### config.mk
export PLATFORM = sky130hd
export DESIGN_NAME = mbx_ipc_mailbox
export DESIGN_NICKNAME = d
export VERILOG_FILES = /design/src/rtl/mbx_pkg.sv /design/src/rtl/mbx_byte_buf.sv /design/src/rtl/mbx_cmd_ctrl.sv /design/src/rtl/mbx_ipc_mailbox.sv
export SDC_FILE = /design/constraint.sdc
export NUM_CORES = 1
export LEC_CHECK = 0
export ABC_AREA = 1
export BUFFER_PORTS_ARGS = -buffer_cell sky130_fd_sc_hd__buf_2
export CAP_MARGIN = 40
export CORE_UTILIZATION = 50
export CTS_CLUSTER_DIAMETER = 60
export DETAILED_ROUTE_END_ITERATION = 8
export GPL_ROUTABILITY_DRIVEN = 0
export PLACE_DENSITY_LB_ADDON = 0.3
export SYNTH_ARGS = -nofsm -noshare
export SYNTH_HDL_FRONTEND = slang
export SYNTH_SLANG_ARGS = --single-unit
### constraint.sdc
create_clock -name clk -period 2.5 [get_ports clk]
set_clock_uncertainty 0.1 [all_clocks]
set_input_delay 0.375 -clock clk [delete_from_list [all_inputs] [get_ports clk]]
set_output_delay 0.375 -clock clk [all_outputs]
set_load 0.01 [all_outputs]
### src/rtl/mbx_pkg.sv
package mbx_pkg;
  localparam int          MBX_AW       = 8;
  localparam logic [7:0]  MBX_CMD_OFS  = 8'h00;
  localparam logic [7:0]  MBX_STAT_OFS = 8'h04;
  localparam logic [7:0]  MBX_WBUF_OFS = 8'h80;
  localparam logic [7:0]  MBX_RBUF_OFS = 8'h90;
  localparam int          MBX_IOC_BIT  = 8;

  // command ID lives in bits [15:12] of the doorbell word
  function automatic logic [3:0] mbx_cmd_id(input logic [31:0] w);
    return w[15:12];
  endfunction

  function automatic logic mbx_cmd_ioc(input logic [31:0] w);
    return w[MBX_IOC_BIT];
  endfunction

  // status: [0] busy [1] error [2] overrun [7:4] id [15:8] initiator [23:16] code
  function automatic logic [31:0] mbx_status(input logic busy, input logic err,
                                             input logic ovr, input logic [3:0] id,
                                             input logic [7:0] init,
                                             input logic [7:0] code);
    return {8'h00, code, init, id, 1'b0, ovr, err, busy};
  endfunction

  function automatic logic mbx_in_win(input logic [7:0] a, input logic [7:0] base,
                                      input int len);
    return (int'(a) >= int'(base)) && (int'(a) < int'(base) + len);
  endfunction

  // byte lane extraction, little-endian
  function automatic logic [31:0] mbx_lane(input logic [31:0] w, input logic [1:0] lane);
    return {24'h0, w[{lane, 3'b000} +: 8]};
  endfunction
endpackage

### src/rtl/mbx_byte_buf.sv
module mbx_byte_buf #(
  parameter int WORDS = 4,
  localparam int SEL_W = (WORDS > 1) ? $clog2(WORDS) : 1
) (
  input  logic                  clk,
  input  logic                  rst_n,
  input  logic                  we,
  input  logic [SEL_W-1:0]      wsel,
  input  logic [3:0]            be,
  input  logic [31:0]           wdata,
  output logic [WORDS*32-1:0]   flat
);
  for (genvar w = 0; w < WORDS; w++) begin : g_word
    for (genvar b = 0; b < 4; b++) begin : g_lane
      logic [7:0] byte_q;
      always_ff @(posedge clk) begin
        if (!rst_n)
          byte_q <= 8'h00;
        else if (we && be[b] && (int'(wsel) == w))
          byte_q <= wdata[b*8 +: 8];
      end
      assign flat[w*32 + b*8 +: 8] = byte_q;
    end
  end

  // contents move only on a write strobe
  p_hold_without_write_r8: assert property (@(posedge clk) disable iff (!rst_n)
    !we |=> $stable(flat));
endmodule

### src/rtl/mbx_cmd_ctrl.sv
module mbx_cmd_ctrl
  import mbx_pkg::*;
(
  input  logic        clk,
  input  logic        rst_n,
  input  logic        cmd_wr,
  input  logic [31:0] cmd_wdata,
  input  logic        sp_done,
  input  logic        sp_err,
  input  logic [7:0]  sp_code,
  input  logic [7:0]  sp_init,
  output logic [31:0] cmd_word,
  output logic [31:0] status_word,
  output logic        sp_irq,
  output logic        host_irq
);
  logic        busy_q, err_q, ovr_q, sp_irq_q, host_irq_q;
  logic [7:0]  code_q, init_q;
  logic [31:0] cmd_q;

  // named events for the assertions
  logic cmd_accept, cmd_drop, done_take;
  assign cmd_accept = cmd_wr && !busy_q;
  assign cmd_drop   = cmd_wr && busy_q;
  assign done_take  = sp_done && busy_q;

  always_ff @(posedge clk) begin
    if (!rst_n) begin
      busy_q     <= 1'b0;
      err_q      <= 1'b0;
      ovr_q      <= 1'b0;
      code_q     <= 8'h00;
      init_q     <= 8'h00;
      cmd_q      <= 32'h0;
      sp_irq_q   <= 1'b0;
      host_irq_q <= 1'b0;
    end else begin
      sp_irq_q   <= cmd_accept;
      host_irq_q <= done_take && mbx_cmd_ioc(cmd_q);
      if (cmd_accept) begin
        cmd_q  <= cmd_wdata;
        busy_q <= 1'b1;
        err_q  <= 1'b0;
        code_q <= 8'h00;
        init_q <= 8'h00;
        ovr_q  <= 1'b0;
      end else if (done_take) begin
        busy_q <= 1'b0;
        err_q  <= sp_err;
        code_q <= sp_code;
        init_q <= sp_init;
      end
      if (cmd_drop)
        ovr_q <= 1'b1;
    end
  end

  assign cmd_word    = cmd_q;
  assign sp_irq      = sp_irq_q;
  assign host_irq    = host_irq_q;
  assign status_word = mbx_status(busy_q, err_q, ovr_q, mbx_cmd_id(cmd_q), init_q, code_q);

  p_accept_sets_busy_r2: assert property (@(posedge clk) disable iff (!rst_n)
    cmd_accept |=> (busy_q && sp_irq && cmd_word == $past(cmd_wdata)));
  p_drop_keeps_cmd_r3: assert property (@(posedge clk) disable iff (!rst_n)
    cmd_drop |=> ($stable(cmd_q) && ovr_q && !sp_irq));
  p_done_frees_r4: assert property (@(posedge clk) disable iff (!rst_n)
    done_take |=> (!busy_q && err_q == $past(sp_err) && code_q == $past(sp_code)));
  p_idle_done_ignored_r5: assert property (@(posedge clk) disable iff (!rst_n)
    (sp_done && !busy_q && !cmd_wr) |=> ($stable(status_word) && !host_irq));
  p_host_irq_cause_r6: assert property (@(posedge clk) disable iff (!rst_n)
    host_irq |-> ($past(done_take) && mbx_cmd_ioc(cmd_q)));
  p_host_irq_pulse_r6: assert property (@(posedge clk) disable iff (!rst_n)
    host_irq |=> !host_irq);
endmodule

### src/rtl/mbx_ipc_mailbox.sv
module mbx_ipc_mailbox
  import mbx_pkg::*;
#(
  parameter int BUF_BYTES = 16,
  localparam int WORDS = BUF_BYTES / 4,
  localparam int SEL_W = (WORDS > 1) ? $clog2(WORDS) : 1
) (
  input  logic              clk,
  input  logic              rst_n,
  input  logic              h_wr_en,
  input  logic              h_rd_en,
  input  logic              h_rd_byte,
  input  logic [7:0]        h_addr,
  input  logic [31:0]       h_wdata,
  input  logic [3:0]        h_be,
  output logic [31:0]       h_rdata,
  output logic              h_done_irq,
  output logic              sp_cmd_irq,
  output logic [31:0]       sp_cmd_word,
  input  logic [SEL_W-1:0]  sp_wbuf_sel,
  output logic [31:0]       sp_wbuf_word,
  input  logic              sp_rbuf_we,
  input  logic [SEL_W-1:0]  sp_rbuf_sel,
  input  logic [3:0]        sp_rbuf_be,
  input  logic [31:0]       sp_rbuf_wdata,
  input  logic              sp_done,
  input  logic              sp_done_err,
  input  logic [7:0]        sp_done_code,
  input  logic [7:0]        sp_done_init
);
  // address decode
  logic cmd_hit, stat_hit, wbuf_hit, rbuf_hit, rd_unmapped;
  assign cmd_hit     = (h_addr == MBX_CMD_OFS);
  assign stat_hit    = (h_addr == MBX_STAT_OFS);
  assign wbuf_hit    = mbx_in_win(h_addr, MBX_WBUF_OFS, BUF_BYTES);
  assign rbuf_hit    = mbx_in_win(h_addr, MBX_RBUF_OFS, BUF_BYTES);
  assign rd_unmapped = !(stat_hit || rbuf_hit);

  logic [SEL_W-1:0] h_wsel, h_rsel;
  assign h_wsel = SEL_W'((h_addr - MBX_WBUF_OFS) >> 2);
  assign h_rsel = SEL_W'((h_addr - MBX_RBUF_OFS) >> 2);

  logic [31:0] cmd_word, status_word;
  logic        sp_irq, host_irq;

  mbx_cmd_ctrl u_ctrl (
    .clk        (clk),
    .rst_n      (rst_n),
    .cmd_wr     (h_wr_en && cmd_hit),
    .cmd_wdata  (h_wdata),
    .sp_done    (sp_done),
    .sp_err     (sp_done_err),
    .sp_code    (sp_done_code),
    .sp_init    (sp_done_init),
    .cmd_word   (cmd_word),
    .status_word(status_word),
    .sp_irq     (sp_irq),
    .host_irq   (host_irq)
  );

  logic [WORDS*32-1:0] wbuf_flat, rbuf_flat;

  mbx_byte_buf #(.WORDS(WORDS)) u_wbuf (
    .clk  (clk),
    .rst_n(rst_n),
    .we   (h_wr_en && wbuf_hit),
    .wsel (h_wsel),
    .be   (h_be),
    .wdata(h_wdata),
    .flat (wbuf_flat)
  );

  mbx_byte_buf #(.WORDS(WORDS)) u_rbuf (
    .clk  (clk),
    .rst_n(rst_n),
    .we   (sp_rbuf_we),
    .wsel (sp_rbuf_sel),
    .be   (sp_rbuf_be),
    .wdata(sp_rbuf_wdata),
    .flat (rbuf_flat)
  );

  assign sp_wbuf_word = wbuf_flat[sp_wbuf_sel*32 +: 32];
  assign sp_cmd_word  = cmd_word;
  assign sp_cmd_irq   = sp_irq;
  assign h_done_irq   = host_irq;

  // host read path
  logic [31:0] rbuf_word, rd_next, rdata_q;
  assign rbuf_word = rbuf_flat[h_rsel*32 +: 32];

  always_comb begin
    rd_next = 32'h0;
    if (stat_hit)
      rd_next = status_word;
    else if (rbuf_hit)
      rd_next = h_rd_byte ? mbx_lane(rbuf_word, h_addr[1:0]) : rbuf_word;
  end

  always_ff @(posedge clk) begin
    if (!rst_n)
      rdata_q <= 32'h0;
    else if (h_rd_en)
      rdata_q <= rd_next;
  end
  assign h_rdata = rdata_q;

  p_unmapped_zero_r10: assert property (@(posedge clk) disable iff (!rst_n)
    (h_rd_en && rd_unmapped) |=> (h_rdata == 32'h0));
  p_rdata_hold_r10: assert property (@(posedge clk) disable iff (!rst_n)
    !h_rd_en |=> $stable(h_rdata));
  p_byte_read_narrow_r8: assert property (@(posedge clk) disable iff (!rst_n)
    (h_rd_en && h_rd_byte && rbuf_hit) |=> (h_rdata[31:8] == 24'h0));
endmodule

# Yosys cells after proc, flatten, opt, wreduce, memory -nomap -nowiden
# Index checks and enable logic that the tools add are counted.
dict set report word_totals {
  ff_bits 341
  input_bits 108
  word_cells 120
}
dict set report classes {
  n_addsub 2
  magnitude_cmp 4
  eq_ne 7
  shifts 3
  mux 7
  bitwise_logic 1
  n_reduce_logical 55
}
# op count
set op_table {}
lappend op_table {{variable part select 128 x 8 -> 32 bit} 2}
lappend op_table {{2-to-1 mux 32 bit} 3}
lappend op_table {{logical AND 1 bit} 48}
lappend op_table {{variable part select 32 x 6 -> 8 bit} 1}
lappend op_table {{>= comparator 8 bit, second input constant} 2}
lappend op_table {{less-than comparator 8 bit, second input constant} 2}
lappend op_table {{== test 2 bit, second input constant} 4}
lappend op_table {{== test 8 x 3 -> 1 bit, second input constant} 1}
lappend op_table {{zero test 8 bit} 1}
lappend op_table {{subtractor 4 x 1 -> 4 bit, second input constant} 2}
lappend op_table {{== test 2 x 1 -> 1 bit, second input constant} 2}
lappend op_table {{zero test 2 bit} 2}
lappend op_table {{2-to-1 mux 1 bit} 4}
lappend op_table {{nonzero test 2 bit} 2}
lappend op_table {{OR reduction 2 bit} 1}
lappend op_table {{zero test 1 bit} 1}
lappend op_table {{NOT 1 bit} 1}

# Logic depth before layout (Yosys ltp)
dict set report logic_depth {
  depth_word 6
  mapped_depth 13
  mapped_depth_nobuf 11
}

# Cells and area by module
# A second synthesis with hierarchy kept.
dict set report unflattened {
  hier_cells 2420
  area_unflattened_um2 15876.5
}
# module n_inst cells_per_inst area_per_inst_um2
set modules_own_cells {}
lappend modules_own_cells {mbx_byte_buf 2 740 5042.3}
lappend modules_own_cells {mbx_ipc_mailbox 1 690 3646.0}
lappend modules_own_cells {mbx_cmd_ctrl 1 250 2145.8}

# Least setup slack after synthesis
# OpenSTA, ideal clock, no wires.
dict set report synth_path {
  kind {input port to flip-flop}
  start {in h_addr[1]}
  end {reg u_ctrl.ovr_q}
  arrival_ns 1.592
  required_time_ns 2.283
  path_slack_ns 0.691
  stages 8
  n_path_buf 2
  cell_sequence {buf_2 nor2_1 inv_1 nor3_1 nand3_1 nand2_1 buf_2 nor2_1}
}
dict set report synth_between {
  elab_chain_len 4
  elab_cells_between_ends 6
  cone_classes {1 x mux; 5 x reduce/logical}
}
# item line
set synth_lines {}
lappend synth_lines {{start, declared} mbx_ipc_mailbox.sv:13} ;# input logic [7:0] h_addr,
lappend synth_lines {{zero test 8 bit *} mbx_ipc_mailbox.sv:33} ;# assign cmd_hit = (h_addr == MBX_CMD_OFS);
lappend synth_lines {{logical AND 1 bit *} mbx_ipc_mailbox.sv:49} ;# .cmd_wr (h_wr_en && cmd_hit),
lappend synth_lines {{logical AND 1 bit, on equally long branches} {mbx_cmd_ctrl.sv:24, mbx_cmd_ctrl.sv:23}}
lappend synth_lines {{2-to-1 mux 1 bit or nonzero test 2 bit (tied branches)} -}
lappend synth_lines {{end signal, assigned} mbx_cmd_ctrl.sv:31} ;# ovr_q <= 1'b0;
lappend synth_lines {{end signal, assigned} mbx_cmd_ctrl.sv:46} ;# ovr_q <= 1'b0;
lappend synth_lines {{end signal, assigned} mbx_cmd_ctrl.sv:54} ;# ovr_q <= 1'b1;
lappend synth_lines {{end, declared} mbx_cmd_ctrl.sv:17} ;# logic busy_q, err_q, ovr_q, sp_irq_q, host_irq_q;
# Every way passes the cells marked *; elsewhere a longest branch is shown, timed or not.
# A chain may end at the register's enable or synchronous reset.

# Final worst setup path
dict set report layout_path {
  start {in sp_wbuf_sel[1]}
  end {out sp_wbuf_word[23]}
}
dict set report layout_between {
  elab_chain_len 1
}
# item line
set layout_lines {}
lappend layout_lines {{start, declared} mbx_ipc_mailbox.sv:20} ;# input logic [SEL_W-1:0] sp_wbuf_sel,
lappend layout_lines {{variable part select 128 x 8 -> 32 bit} mbx_ipc_mailbox.sv:83} ;# assign sp_wbuf_word = wbuf_flat[sp_wbuf_sel*32 +: 32];
lappend layout_lines {{end, declared} mbx_ipc_mailbox.sv:21} ;# output logic [31:0] sp_wbuf_word,
# Every way passes these cells.

==> out/results.tsv <==
metric	value	unit
run_status	finished clean	
worst_setup_path_startpoint	sp_wbuf_sel[1]	
area_growth	19.5	%
grt_pass1_vias	12700	
crit_required	2.03	ns
antenna_found_initial	5	
worst_slew_pin_slew	0.591	ns
ys_seq_elements	341	
synth_most_common_cell	o21ai_0	
ys_seq_area_frac	0.494	
dr.pass1.iters	5	
netlist_top_cells_count	o21ai_0, dfxtp_1, nor2_1, nand2_1, a21oi_1	
port_buffers	205	
crit_end	sp_wbuf_word[23]	
rsz0062_at_grt	false	
drive_gt1_frac	0.154	
hp-class	input pin to register	
via_count	13900	
dp_hpwl	27900	um
finalSetupTns	0	ns
worstReg2RegEnd	u_ctrl.busy_q$_SDFFE_PN0P_	
htreeDepth	2	
die_h	168	um
fmax	0.493	GHz
top_layer	met5	
synth_edf_count	0	
cp_max_fo	25	
core	27000	um^2
die_w	168	um
cts_buffers	37	
finalSetupViolCount	0	
cp-start-kind	input pin	
async_reset_ff_frac	0	
cts_resized	0	
fin_crit	2.03	ns
r2r_slack	0.92	ns
synthesis.area	13800	um^2
rows	60	
finalHoldViolations	0	
via_per_inst	5.66	
worstReg2RegStart	u_ctrl.busy_q$_SDFFE_PN0P_	
ant_nets	0	
maxSlewViolCount	0	
die_area	28300	um^2
post_cts_buffers	0	
period_share	0.811	
fillCellCount	2416	
drt-total-wl	41100	um
holdWs	0.0241	ns
routed-wl-met3	3400	um
cts_hold_buf	0	
grt-ovfl-total	0	
ios	206	
drc_errors	0	
reg2reg_depth	4	
clk_pin_slew	0.06	ns
hp-start	sp_done_code[1]	
timing.slew.headroom	0.606	
avgRoutedWirePerCell	16.7	um
root_buffer	clkbuf_16	
powerDensity	723	nW/um^2
clockBufferDepth	3	
synth_top_area_cell	dfxtp_1	
worst_ep_arrival_time	1.55	ns
drt_iter0_drc	1763	
grt_max_degree	89	
p_leak	0.00726	uW
cts_sinks	341	
clk_latency	0.53	ns
synth_ff_type	dfxtp_1	
grt_use_total	0.287	
crit_path_end_kind	output pin	
dr_wl_met2	18100	um
crit_type	input pin to output pin	
nNetsFinal	2199	
maxCapViolCount	0	
wl_met1	18500	um
synth.area.top_cells	dfxtp_1, o21ai_0, nor2_1	
initial_core_util	0.511	
synth_top_area_frac	0.494	
synth_warnings	0	
multi_input_area	6150	um^2
avgSynthCellArea	7.24	um^2
ys_types	25	
seq_area	6830	um^2
syn_inst	1909	
tritoncts	done	
vdd.ir_drop.worst	0.525	mV
synth_nets	2017	
grt_pass1_wl	65800	um
-- power breakdown --
part	switching, uW	total, uW	internal (uW)
combinational	597	883	285
clock	2190	5470	3280
sequential	52.5	5590	5530
-- worst max-delay path, cell delays in order --
cell and delay (ns):
buf_2 0.17, inv_1 0.28, buf_12 0.22, o21ai_0 0.10
o22ai_1 0.20, buf_2 0.19
-- sequential cells by signal, indices dropped and copies added, names as in the netlist --
register,flops
h_rdata,32
u_ctrl.code_q,8
u_ctrl.cmd_word,32
u_ctrl.busy_q,1
u_rbuf.g_word.g_lane.byte_q,128
u_ctrl.ovr_q,1
u_ctrl.host_irq,1
u_ctrl.err_q,1
u_ctrl.sp_irq,1
u_wbuf.g_word.g_lane.byte_q,128
u_ctrl.init_q,8
-- metal layers --
| metal | global-route usage | vias to the layer above |
|---|---|---|
| met3 | 0.0465 | 90 |
| met1 | 0.408 | 6476 |
| met4 | 0.102 | 2 |
| met2 | 0.439 | 620 |
| met5 | 0 | - |
| li1 | - | 6754 |
-- layout by cell type, fill, tap and decap left out, drive strengths merged --
master,netlist,final
clkinv,2,7
o22ai,33,33
o21ai,380,380
inv,92,96
diode,0,5
nand3,69,69
clkbuf,81,54
bufinv,0,3
a22oi,4,4
buf,35,259
dfxtp,341,341
nand4,6,6
nand2,271,271
nor3,5,5
a31oi,4,4
a21oi,234,234
nor4,2,2
a211oi,4,4
nor2,346,346
-- cell families after synthesis --
logic type	Yosys count	synth area share
flops	341	0.494
compound gates	659	0.243
simple gates	699	0.202
buf+inv	210	0.0609
-- final cells by class --
class / count / share of cell area
Antenna cell: 5 / 0.000758
Clock buffer: 54 / 0.0642
Clock inverter: 12 / 0.00977
Inverter: 94 / 0.0214
Multi-Input combinational cell: 1358 / 0.372
Sequential cell: 341 / 0.413
Tap cell: 341 / 0.0258
Timing Repair Buffer: 259 / 0.0924
-- how the worst min path moves through the flow --
stage          cells past startpoint                                                 to  slack, ns
5_1_grt                            3                      u_ctrl.code_q[1]$_SDFFE_PP0P_       0.03
3_5_place_dp                       2  u_rbuf.g_word[2].g_lane[1].byte_q[6]$_SDFFE_PN0P_       0.34
4_1_cts                            3                      u_ctrl.code_q[1]$_SDFFE_PP0P_       0.01
6_report                           3                      u_ctrl.code_q[1]$_SDFFE_PP0P_       0.02
2_1_floorplan                      2  u_rbuf.g_word[2].g_lane[1].byte_q[1]$_SDFFE_PN0P_       0.32
3_3_place_gp                       2  u_rbuf.g_word[2].g_lane[1].byte_q[6]$_SDFFE_PN0P_       0.34
-- per-stage QoR --
stage               setup slack, ns  std cells  cell area (um^2)   util  total power [uW]
finish                        0.472       2464             16500  0.611             11900
global route                  0.379       2461             16500  0.611             12300
CTS                           0.503       2459             16500  0.611             12000
detailed placement            0.234       2393             15300  0.565              6570
global placement              0.342       2393             15300  0.565              6550
floorplan                     0.691       1909             13800      -              6180
Note: power is estimated with default switching activity, not from simulation.
